<file path="src/rtl/nrd_pkg.sv">
package nrd_pkg;

    typedef enum logic [2:0] {
        ST_IDLE,
        ST_FETCH,
        ST_LOAD,
        ST_LO,
        ST_HI,
        ST_FIN
    } nrd_state_e;

endpackage

</file>
<file path="src/rtl/nrd_len_calc.sv">
module nrd_len_calc #(
    parameter int ADDR_W      = 8,
    parameter int CNT_W       = ADDR_W + 2,
    parameter int DEF_SAMPLES = 512
) (
    input  logic [CNT_W-1:0]  raw_cnt_i,
    output logic [CNT_W-1:0]  eff_cnt_o,
    output logic [ADDR_W-1:0] top_addr_o,
    output logic              odd_o
);
    localparam int CAP = 2 ** (ADDR_W + 1);
    localparam int DEF_CLAMP = (DEF_SAMPLES > CAP) ? CAP : DEF_SAMPLES;
    localparam logic [CNT_W-1:0] CAP_C = CNT_W'(CAP);
    localparam logic [CNT_W-1:0] DEF_C = CNT_W'(DEF_CLAMP);

    logic [CNT_W-1:0] minus_one;

    always_comb begin
        if (raw_cnt_i == '0) begin
            eff_cnt_o = DEF_C;
        end else if (raw_cnt_i > CAP_C) begin
            eff_cnt_o = CAP_C;
        end else begin
            eff_cnt_o = raw_cnt_i;
        end
        minus_one  = eff_cnt_o - CNT_W'(1);
        top_addr_o = ADDR_W'(minus_one >> 1);
        odd_o      = eff_cnt_o[0];
    end

endmodule

</file>
<file path="src/rtl/nrd_nibble_mux.sv">
module nrd_nibble_mux #(
    parameter int NIB_W = 4,
    parameter int OUT_W = 8
) (
    input  logic [2*NIB_W-1:0] byte_i,
    input  logic               sel_hi_i,
    output logic [OUT_W-1:0]   sample_o
);
    logic [NIB_W-1:0] nib;

    always_comb begin
        nib = sel_hi_i ? byte_i[2*NIB_W-1:NIB_W] : byte_i[NIB_W-1:0];
    end

    generate
        if (OUT_W > NIB_W) begin : g_ext
            assign sample_o = {{(OUT_W-NIB_W){1'b0}}, nib};
        end else begin : g_trunc
            assign sample_o = nib[OUT_W-1:0];
        end
    endgenerate

endmodule

</file>
<file path="src/rtl/nrd_ctrl.sv">
module nrd_ctrl
    import nrd_pkg::*;
#(
    parameter int ADDR_W = 8,
    parameter int CNT_W  = ADDR_W + 2,
    parameter int MEM_W  = 8
) (
    input  logic              clk,
    input  logic              rst_n,
    input  logic              start_i,
    input  logic [CNT_W-1:0]  eff_cnt_i,
    input  logic [ADDR_W-1:0] top_addr_i,
    input  logic              odd_i,
    output logic              mem_rd_o,
    output logic [ADDR_W-1:0] mem_addr_o,
    input  logic [MEM_W-1:0]  mem_data_i,
    output logic [MEM_W-1:0]  byte_o,
    output logic              sel_hi_o,
    output logic              out_valid_o,
    input  logic              out_ready_i,
    output logic              done_o
);
    typedef struct packed {
        nrd_state_e        state;
        logic [ADDR_W-1:0] addr;
        logic [CNT_W-1:0]  left;
        logic              skip_hi;
        logic [MEM_W-1:0]  data;
    } ctrl_t;

    ctrl_t r_q, r_d;
    logic  last_take;

    always_comb begin
        r_d       = r_q;
        last_take = (r_q.left == CNT_W'(1));
        unique case (r_q.state)
            ST_IDLE: begin
                if (start_i) begin
                    r_d.addr    = top_addr_i;
                    r_d.left    = eff_cnt_i;
                    r_d.skip_hi = odd_i;
                    r_d.state   = ST_FETCH;
                end
            end
            ST_FETCH: r_d.state = ST_LOAD;
            ST_LOAD: begin
                r_d.data  = mem_data_i;
                r_d.state = ST_LO;
            end
            ST_LO: begin
                if (out_ready_i) begin
                    r_d.left = r_q.left - CNT_W'(1);
                    if (last_take) begin
                        r_d.state = ST_FIN;
                    end else if (r_q.skip_hi) begin
                        r_d.skip_hi = 1'b0;
                        r_d.addr    = r_q.addr - ADDR_W'(1);
                        r_d.state   = ST_FETCH;
                    end else begin
                        r_d.state = ST_HI;
                    end
                end
            end
            ST_HI: begin
                if (out_ready_i) begin
                    r_d.left = r_q.left - CNT_W'(1);
                    if (last_take) begin
                        r_d.state = ST_FIN;
                    end else begin
                        r_d.addr  = r_q.addr - ADDR_W'(1);
                        r_d.state = ST_FETCH;
                    end
                end
            end
            ST_FIN:  r_d.state = ST_IDLE;
            default: r_d.state = ST_IDLE;
        endcase
    end

    always_ff @(posedge clk) begin
        if (!rst_n) begin
            r_q.state   <= ST_IDLE;
            r_q.addr    <= '0;
            r_q.left    <= '0;
            r_q.skip_hi <= 1'b0;
            r_q.data    <= '0;
        end else begin
            r_q <= r_d;
        end
    end

    assign mem_rd_o    = (r_q.state == ST_FETCH);
    assign mem_addr_o  = r_q.addr;
    assign byte_o      = r_q.data;
    assign sel_hi_o    = (r_q.state == ST_HI);
    assign out_valid_o = (r_q.state == ST_LO) || (r_q.state == ST_HI);
    assign done_o      = (r_q.state == ST_FIN);

    // Checker state: last read address within the running burst.
    logic              chk_prev_q;
    logic [ADDR_W-1:0] chk_addr_q;

    always_ff @(posedge clk) begin
        if (!rst_n || r_q.state == ST_IDLE) begin
            chk_prev_q <= 1'b0;
            chk_addr_q <= '0;
        end else if (mem_rd_o) begin
            chk_prev_q <= 1'b1;
            chk_addr_q <= mem_addr_o;
        end
    end

    // each read in a burst sits one address below the previous one.
    a_r3_addr_down: assert property (@(posedge clk) disable iff (!rst_n)
        (mem_rd_o && chk_prev_q) |-> (mem_addr_o == chk_addr_q - ADDR_W'(1)));

    // the cycle after a read only captures data; nothing is offered.
    a_r10_load_gap: assert property (@(posedge clk) disable iff (!rst_n)
        mem_rd_o |=> !out_valid_o);

    // done lasts one cycle.
    a_r8_done_pulse: assert property (@(posedge clk) disable iff (!rst_n)
        done_o |=> !done_o);

    // done follows an accepted sample.
    a_r8_done_after_take: assert property (@(posedge clk) disable iff (!rst_n)
        $rose(done_o) |-> $past(out_valid_o && out_ready_i));

endmodule

</file>
<file path="src/rtl/nibble_readout.sv">
module nibble_readout #(
    parameter int ADDR_W      = 8,
    parameter int NIB_W       = 4,
    parameter int OUT_W       = 8,
    parameter int CNT_W       = ADDR_W + 2,
    parameter int DEF_SAMPLES = 512
) (
    input  logic              clk,
    input  logic              rst_n,
    input  logic              start_i,
    input  logic [CNT_W-1:0]  sample_count_i,
    output logic              mem_rd_o,
    output logic [ADDR_W-1:0] mem_addr_o,
    input  logic [2*NIB_W-1:0] mem_data_i,
    output logic [OUT_W-1:0]  out_data_o,
    output logic              out_valid_o,
    input  logic              out_ready_i,
    output logic              done_o
);
    localparam int MEM_W = 2 * NIB_W;

    logic [CNT_W-1:0]  eff_cnt;
    logic [ADDR_W-1:0] top_addr;
    logic              odd;
    logic [MEM_W-1:0]  cur_byte;
    logic              sel_hi;

    nrd_len_calc #(
        .ADDR_W      (ADDR_W),
        .CNT_W       (CNT_W),
        .DEF_SAMPLES (DEF_SAMPLES)
    ) u_len (
        .raw_cnt_i  (sample_count_i),
        .eff_cnt_o  (eff_cnt),
        .top_addr_o (top_addr),
        .odd_o      (odd)
    );

    nrd_ctrl #(
        .ADDR_W (ADDR_W),
        .CNT_W  (CNT_W),
        .MEM_W  (MEM_W)
    ) u_ctrl (
        .clk         (clk),
        .rst_n       (rst_n),
        .start_i     (start_i),
        .eff_cnt_i   (eff_cnt),
        .top_addr_i  (top_addr),
        .odd_i       (odd),
        .mem_rd_o    (mem_rd_o),
        .mem_addr_o  (mem_addr_o),
        .mem_data_i  (mem_data_i),
        .byte_o      (cur_byte),
        .sel_hi_o    (sel_hi),
        .out_valid_o (out_valid_o),
        .out_ready_i (out_ready_i),
        .done_o      (done_o)
    );

    nrd_nibble_mux #(
        .NIB_W (NIB_W),
        .OUT_W (OUT_W)
    ) u_mux (
        .byte_i   (cur_byte),
        .sel_hi_i (sel_hi),
        .sample_o (out_data_o)
    );

    // a stalled sample is held unchanged.
    a_r7_hold: assert property (@(posedge clk) disable iff (!rst_n)
        (out_valid_o && !out_ready_i) |=> (out_valid_o && $stable(out_data_o)));

    // upper bits of every offered sample are zero.
    a_r2_zero_ext: assert property (@(posedge clk) disable iff (!rst_n)
        out_valid_o |-> (out_data_o[OUT_W-1:NIB_W] == '0));

    // no activity right after reset until a start pulse.
    a_r1_quiet: assert property (@(posedge clk) disable iff (!rst_n)
        ($past(!rst_n) && !start_i) |=> !mem_rd_o);

endmodule

</file>
<file path="config.mk">
export PLATFORM = sky130hd
export DESIGN_NAME = nibble_readout
export DESIGN_NICKNAME = d
export VERILOG_FILES = /design/src/rtl/nrd_pkg.sv /design/src/rtl/nrd_len_calc.sv /design/src/rtl/nrd_nibble_mux.sv /design/src/rtl/nrd_ctrl.sv /design/src/rtl/nibble_readout.sv
export SDC_FILE = /design/constraint.sdc
export NUM_CORES = 1
export LEC_CHECK = 0
export BUFFER_PORTS_ARGS = -buffer_cell sky130_fd_sc_hd__buf_2
export CAP_MARGIN = 20
export CORE_UTILIZATION = 30
export CTS_CLUSTER_SIZE = 16
export DETAILED_ROUTE_END_ITERATION = 8
export PLACE_DENSITY = 0.48
export SYNTH_ARGS = -nofsm -noshare
export SYNTH_HDL_FRONTEND = slang
export SYNTH_SLANG_ARGS = --single-unit
</file>
<file path="constraint.sdc">
create_clock -name clk -period 1.79 [get_ports clk]
set_clock_uncertainty 0.05 [all_clocks]
set_input_delay 0.0895 -clock clk [delete_from_list [all_inputs] [get_ports clk]]
set_output_delay 0.0895 -clock clk [all_outputs]
set_load 0.01 [all_outputs]
</file>
Word-level counts from Yosys, hierarchy flattened
Cells that the tools add are included.
{"block": "word_totals", "register_bits": 30, "input_bits": 22, "out_inout_bits": 19}
{"block": "classes", "add_sub_neg": 3, "order_cmp": 1, "n_eq_ne": 12, "muxes": 16, "n_reduce_logical": 9}
{"cell": "$pmux W18 S3", "n": 1}
{"cell": "$mux W22", "n": 2}
{"cell": "$mux W8", "n": 3}
{"cell": "$mux W21", "n": 1}
{"cell": "$mux W10", "n": 2}
{"cell": "$pmux W3 S5", "n": 1}
{"cell": "$eq A10 B1 Y1 const B", "n": 1}
{"cell": "$gt A10 B10 Y1 const B", "n": 1}
{"cell": "$logic_not A10 Y1", "n": 1}
{"cell": "$ne A2 B2 Y1 const B", "n": 5}
{"cell": "$sub A10 B1 Y10 const B", "n": 1}
{"cell": "$mux W3", "n": 3}
{"cell": "$sub A9 B1 Y9 const B", "n": 1}
{"cell": "$reduce_and A4 Y1", "n": 2}
{"cell": "$sub A8 B1 Y8 const B", "n": 1}
{"cell": "$reduce_and A7 Y1", "n": 1}
{"cell": "$eq A3 B2 Y1 const B", "n": 2}
{"cell": "$eq A3 B3 Y1 const B", "n": 2}
{"cell": "$mux W4", "n": 1}
{"cell": "$eq A3 B1 Y1 const B", "n": 1}
{"cell": "$logic_not A3 Y1", "n": 1}
{"cell": "$reduce_and A3 Y1", "n": 1}
{"cell": "$reduce_bool A3 Y1", "n": 1}
{"cell": "$ne A2 B1 Y1 const B", "n": 1}
{"cell": "4 further kinds", "n": 4}

Logic depth before layout (Yosys ltp)
{"block": "depth", "depth_word": 6, "depth_mapped": 10, "ltp_nobuf": 7}

By module
From an unflattened synthesis, not the netlist that was laid out.
{"block": "unflattened", "hier_cells": 283, "hier_area_um2": 2262.2}
{"mod": "nrd_ctrl", "instances": 1, "cells_each": 232, "area_each_um2": 1933.1}
{"mod": "nrd_len_calc", "instances": 1, "cells_each": 42, "area_each_um2": 250.2}
{"mod": "nrd_nibble_mux", "instances": 1, "cells_each": 9, "area_each_um2": 78.8}

Worst setup path after synthesis
No wires, ideal clock.
{"block": "synth_timing", "kind": "reg-to-reg", "from": "reg u_ctrl.r_q[29] in the netlist's numbering", "to": "reg u_ctrl.r_q[15] in the netlist's numbering", "arrival_time_ns": 1.689, "required_ns": 1.610, "setup_slack_ns": -0.078, "stages_incl_launch_ff": 11, "n_path_buf": 4, "cell_sequence": "dfxtp_1 > buf_4 > or3b_1 > buf_2 > o21a_1 > buf_6 > inv_2 > buf_4 > nand2_1 > o32ai_1 > a211oi_1"}
{"block": "synth_via", "elab_chain_cells": 3, "word_cells_on_any_way": 9, "classes_between": "eq/ne: 5; mux: 1; reduce/logical: 3"}
{"element": "from (decl)", "line_no": "nrd_ctrl.sv:31", "rtl": "ctrl_t r_q, r_d;"}
{"element": "from (signal assigned)", "line_no": "nrd_ctrl.sv:89", "rtl": "r_q <= r_d;"}
{"element": "$eq A3 B3 Y1 (tied with other cells)", "line_no": "nrd_ctrl.sv:37", "rtl": "unique case (r_q.state)"}
{"element": "$ne A2 B2 Y1 (no source line) / $reduce_bool A3 Y1 (equally long branches)"}
{"element": "$reduce_and A4 Y1 (no source line)"}
Several ways; a longest one is shown, not always the timed one.
A chain may end at the register's enable or synchronous reset.

Worst setup path in the final report
{"block": "layout_timing", "from": "reg u_ctrl.r_q[28] in the netlist's numbering", "to": "reg u_ctrl.r_q[14] in the netlist's numbering"}
Same word-level chain as after synthesis.

==> impl_table.tex <==
\begin{tabular}{lr}
\hline
Metric & Value \\
\hline
\multicolumn{2}{l}{\textbf{Detailed routing}} \\
\quad Number of DRC violations after detailed-routing iteration 0 & 80 \\
\quad DR vias/cell & 5.35 \\
\quad Antenna violation net count after detailed routing & 0 \\
\quad Post-detailed-route wirelength per cell & 14.1 µm \\
\quad Number of vias in the routed layout & 2306 \\
\quad Router iterations before antenna repair & 5 \\
\quad DRC errors left & 0 \\
\quad Total length of routed wires & 6.09 mm \\
\multicolumn{2}{l}{\textbf{Clock tree}} \\
\quad Number of buffers created by CTS & 5 \\
\quad Clock tree root driver cell & sky130\_fd\_sc\_hd\_\_clkbuf\_8 \\
\quad Clock tree buffer depth & 2 \\
\quad Total clock sinks & 30 \\
\quad Total number of H-tree levels & 2 \\
\quad Clock-pin slew reported for the worst setup and hold paths after clock tree synthesis & 0.07 ns \\
\quad CTS tree & built \\
\quad Insertion delay of the later-clocked pin in the worst-skew pair & 0.28 ns \\
\multicolumn{2}{l}{\textbf{Global routing}} \\
\quad Antenna violations before repair & 0 \\
\quad Via count of the first global-routing pass & 2172 \\
\quad Overall overflow remaining after global route & 0 \\
\quad Global-route wire length before repair & 10.2 mm \\
\quad Largest net degree at the start of global routing & 23 \\
\quad Global-route usage over all layers & 0.174 \\
\multicolumn{2}{l}{\textbf{Logic synthesis}} \\
\quad Mapped Avg Cell Area & 7.58 µm² \\
\quad Number of enable flip-flop cells after synthesis & 0 \\
\quad Cell count after synthesis & 275 \\
\quad Commonest register cell after synthesis & sky130\_fd\_sc\_hd\_\_dfxtp\_1 \\
\quad Post-synthesis register bit count & 30 \\
\quad Synth top area cells & sky130\_fd\_sc\_hd\_\_dfxtp\_1 (29\%), sky130\_fd\_sc\_hd\_\_nor2\_1 (6.3\%), sky130\_fd\_sc\_hd\_\_buf\_4 (5.4\%) \\
\quad Number of distinct standard cells referenced by the synthesized netlist & 59 \\
\quad Yosys Warn Count & 0 \\
\quad Asr flop ratio synth & 0 \\
\quad Sequential element share of the synthesized area & 0.288 \\
\quad Post-synth top area share & 0.288 \\
\quad Top cells by instance count after synthesis & sky130\_fd\_sc\_hd\_\_nor2\_1 (35), sky130\_fd\_sc\_hd\_\_dfxtp\_1 (30), sky130\_fd\_sc\_hd\_\_a21oi\_1 (21) \\
\quad Dominant cell by count in the synthesized netlist & sky130\_fd\_sc\_hd\_\_nor2\_1 \\
\quad Netlist Area Pre-Place & 2090 µm² \\
\quad Cell type with the largest total area after synthesis & sky130\_fd\_sc\_hd\_\_dfxtp\_1 \\
\multicolumn{2}{l}{\textbf{Final layout}} \\
\quad Fraction of final layout cells sized beyond drive strength 1 & 0.356 \\
\quad Area of the multi-input gates & 1380 µm² \\
\quad Total of fill cells in the finished design & 696 \\
\quad Finished Core Util & 0.428 \\
\quad Area growth syn-to-layout & 38.7\% \\
\quad Reg area & 604 µm² \\
\quad Count of placed standard cells in the final layout, fillers left out & 431 \\
\quad Antenna diode count & 0 \\
\quad Fin area & 2890 µm² \\
\quad Net total in the final layout & 376 \\
\multicolumn{2}{l}{\textbf{Timing}} \\
\quad Min Tclk post-route & 1.84 ns \\
\quad \# setup viols final & 5 \\
\quad Portion of the clock cycle consumed by the worst path in the final layout & 1.03 \\
\quad Setup repair after global routing missed its margin & yes \\
\quad Hold violation count in the final report & 0 \\
\quad Number of max-slew violations in the final report & 0 \\
\quad Setup slack after layout & -0.0484 ns \\
\quad Final hold slack & 0.0112 ns \\
\quad Max Fclk & 544 MHz \\
\multicolumn{2}{l}{\textbf{Worst setup path}} \\
\quad Data required time at the worst endpoint & 1.94 ns \\
\quad Data arrival time at the worst-slack endpoint & 1.99 ns \\
\quad CP endpoint kind & flip-flop \\
\quad Setup Crit Path Kind & reg2reg \\
\quad Worst Setup Start Kind & flip-flop \\
\quad Crit-path max FO & 5 \\
\multicolumn{2}{l}{\textbf{Floorplanning}} \\
\quad Die area & 7290 µm² \\
\quad Starting Density & 0.309 \\
\quad Row count & 30 \\
\quad Die X & 85.4 µm \\
\quad Overall die height & 85.4 µm \\
\quad Number of primary I/O pins & 41 \\
\quad Core box area & 6760 µm² \\
\multicolumn{2}{l}{\textbf{Worst hold path}} \\
\quad Type of the worst min-delay path & in2reg \\
\multicolumn{2}{l}{\textbf{Pwr}} \\
\quad VDD IR-drop max & 0.269 mV \\
\quad Leakage power figure & 1.24 nW \\
\quad Power density cells & 773 nW/µm² \\
\quad Final Power & 2.24 mW \\
\multicolumn{2}{l}{\textbf{Placement}} \\
\quad Final estimated routing congestion in global placement & 0.857 \\
\quad Port Buffers & 36 \\
\quad DP Cell Count & 412 \\
\quad Detailed placement HPWL & 4.54 mm \\
\quad Placed standard-cell area & 2590 µm² \\
\multicolumn{2}{l}{\textbf{Run}} \\
\quad Count of maximum capacitance violations & 0 \\
\multicolumn{2}{l}{\textbf{Status}} \\
\quad Outcome & complete, but fails checks \\
\quad Violations in the final reports & setup timing \\
\hline
\end{tabular}
[per-layer routing]
metal / global-route usage / vias to the layer above / wire [µm]
met5: 0 / - / 0
met1: 0.226 / 1111 / 2860
met4: 0.0424 / 0 / 39
li1: - / 1145 / -
met3: 0.0340 / 4 / 212
met2: 0.297 / 46 / 2970
[state kept, by name, indices dropped and copies added (netlist names)]
| name | flops |
|---|---|
| u_ctrl.r_q | 14 |
| u_ctrl.byte_o | 8 |
| u_ctrl.mem_addr_o | 8 |
[through the flow]
step                setup WS (ns)  setup TNS [ns]
global placement           -0.121           -1.02
floorplan                 -0.0460          -0.235
global route               -0.138          -0.781
finish                    -0.0484          -0.177
CTS                       -0.0480          -0.137
detailed placement         -0.160           -1.34
[final timing paths]
| kind | depth (start not counted) | endpoint | slack, ns | start |
|---|---|---|---|---|
| max reg2reg | 6 | u_ctrl.r_q[14]$_SDFFE_PN0P_ | -0.05 | u_ctrl.r_q[28]$_SDFFE_PN0P_ |
| max | 6 | u_ctrl.r_q[14]$_SDFFE_PN0P_ | -0.05 | u_ctrl.r_q[28]$_SDFFE_PN0P_ |
| min reg2reg | 2 | u_ctrl.r_q[16]$_SDFFE_PN0P_ | 0.44 | u_ctrl.r_q[16]$_SDFFE_PN0P_ |
| min | 3 | u_ctrl.byte_o[3]$_SDFFE_PN0P_ | 0.01 | mem_data_i[3] |
[logic make-up (layout without fill, tap and decap cells)]
kind of cell / Yosys count / after routing / share of synthesized area
flip-flops: 30 / 30 / 0.288
buffers and inverters: 39 / 112 / 0.103
multiplexers: 12 / 12 / 0.0600
other: 1 / 4 / 0.00180
XOR/XNOR: 3 / 3 / 0.0126
adder cells (fa/ha/maj): 4 / 4 / 0.0240
AO/OA/AOI/OAI: 81 / 81 / 0.256
AND/OR/NAND/NOR: 105 / 105 / 0.256
[critical path, stage by stage (launching register included)]
cell and delay (ns):
sky130_fd_sc_hd__dfxtp_2 0.34, sky130_fd_sc_hd__or3b_4 0.41, sky130_fd_sc_hd__buf_6 0.14, sky130_fd_sc_hd__nor2_4 0.13, sky130_fd_sc_hd__nor2_4 0.05, sky130_fd_sc_hd__or4_1 0.46
sky130_fd_sc_hd__a31oi_1 0.16
[power by group]
group	switching, mW	leakage [nW]	internal, mW
registers	0.0647	0.247	0.738
logic	0.433	0.946	0.412
clock network	0.279	0.0472	0.309
total	0.776	1.24	1.46
[final cells by class]
class | count | share of cell area
inverter | 10 | 0.0147
timing repair buffer | 94 | 0.233
clock buffer | 6 | 0.0285
clock inverter | 2 | 0.00433
tap | 80 | 0.0346
sequential | 30 | 0.209
multi-input combinational | 209 | 0.476
[placed cells by master, fill, tap and decap left out, types with 3 or more instances in the layout]
cell / n
sky130_fd_sc_hd__ha_1: 4
sky130_fd_sc_hd__nand3_1: 4
sky130_fd_sc_hd__o21ai_0: 13
sky130_fd_sc_hd__nor4_1: 5
sky130_fd_sc_hd__nor3b_1: 3
sky130_fd_sc_hd__conb_1: 4
sky130_fd_sc_hd__a21oi_1: 19
sky130_fd_sc_hd__nor3_1: 10
sky130_fd_sc_hd__buf_2: 34
sky130_fd_sc_hd__buf_6: 7
sky130_fd_sc_hd__nor2b_1: 3
sky130_fd_sc_hd__nor2_1: 34
sky130_fd_sc_hd__o21ai_1: 5
sky130_fd_sc_hd__dfxtp_1: 27
sky130_fd_sc_hd__nand2_1: 19
sky130_fd_sc_hd__mux2i_1: 8
sky130_fd_sc_hd__a31oi_1: 9
sky130_fd_sc_hd__and3_1: 4
sky130_fd_sc_hd__dlygate4sd3_1: 6
sky130_fd_sc_hd__a211oi_1: 3
sky130_fd_sc_hd__o221a_2: 5
sky130_fd_sc_hd__inv_1: 8
sky130_fd_sc_hd__mux2_2: 3
sky130_fd_sc_hd__o32ai_1: 3
sky130_fd_sc_hd__clkbuf_8: 6
sky130_fd_sc_hd__buf_4: 46
sky130_fd_sc_hd__dfxtp_2: 3
[repair_timing]
item | in CTS | in global routing
hold buffers | 6 | 0
buffers inserted | 3 | 2
hold endpoints to repair | 6 | 0
setup endpoints to repair | 18 | 20
pin swaps | 5 | 1
gates cloned | 0 | 0
resized for setup | 16 | 10
No activity file was read; power rests on OpenSTA's default activity.
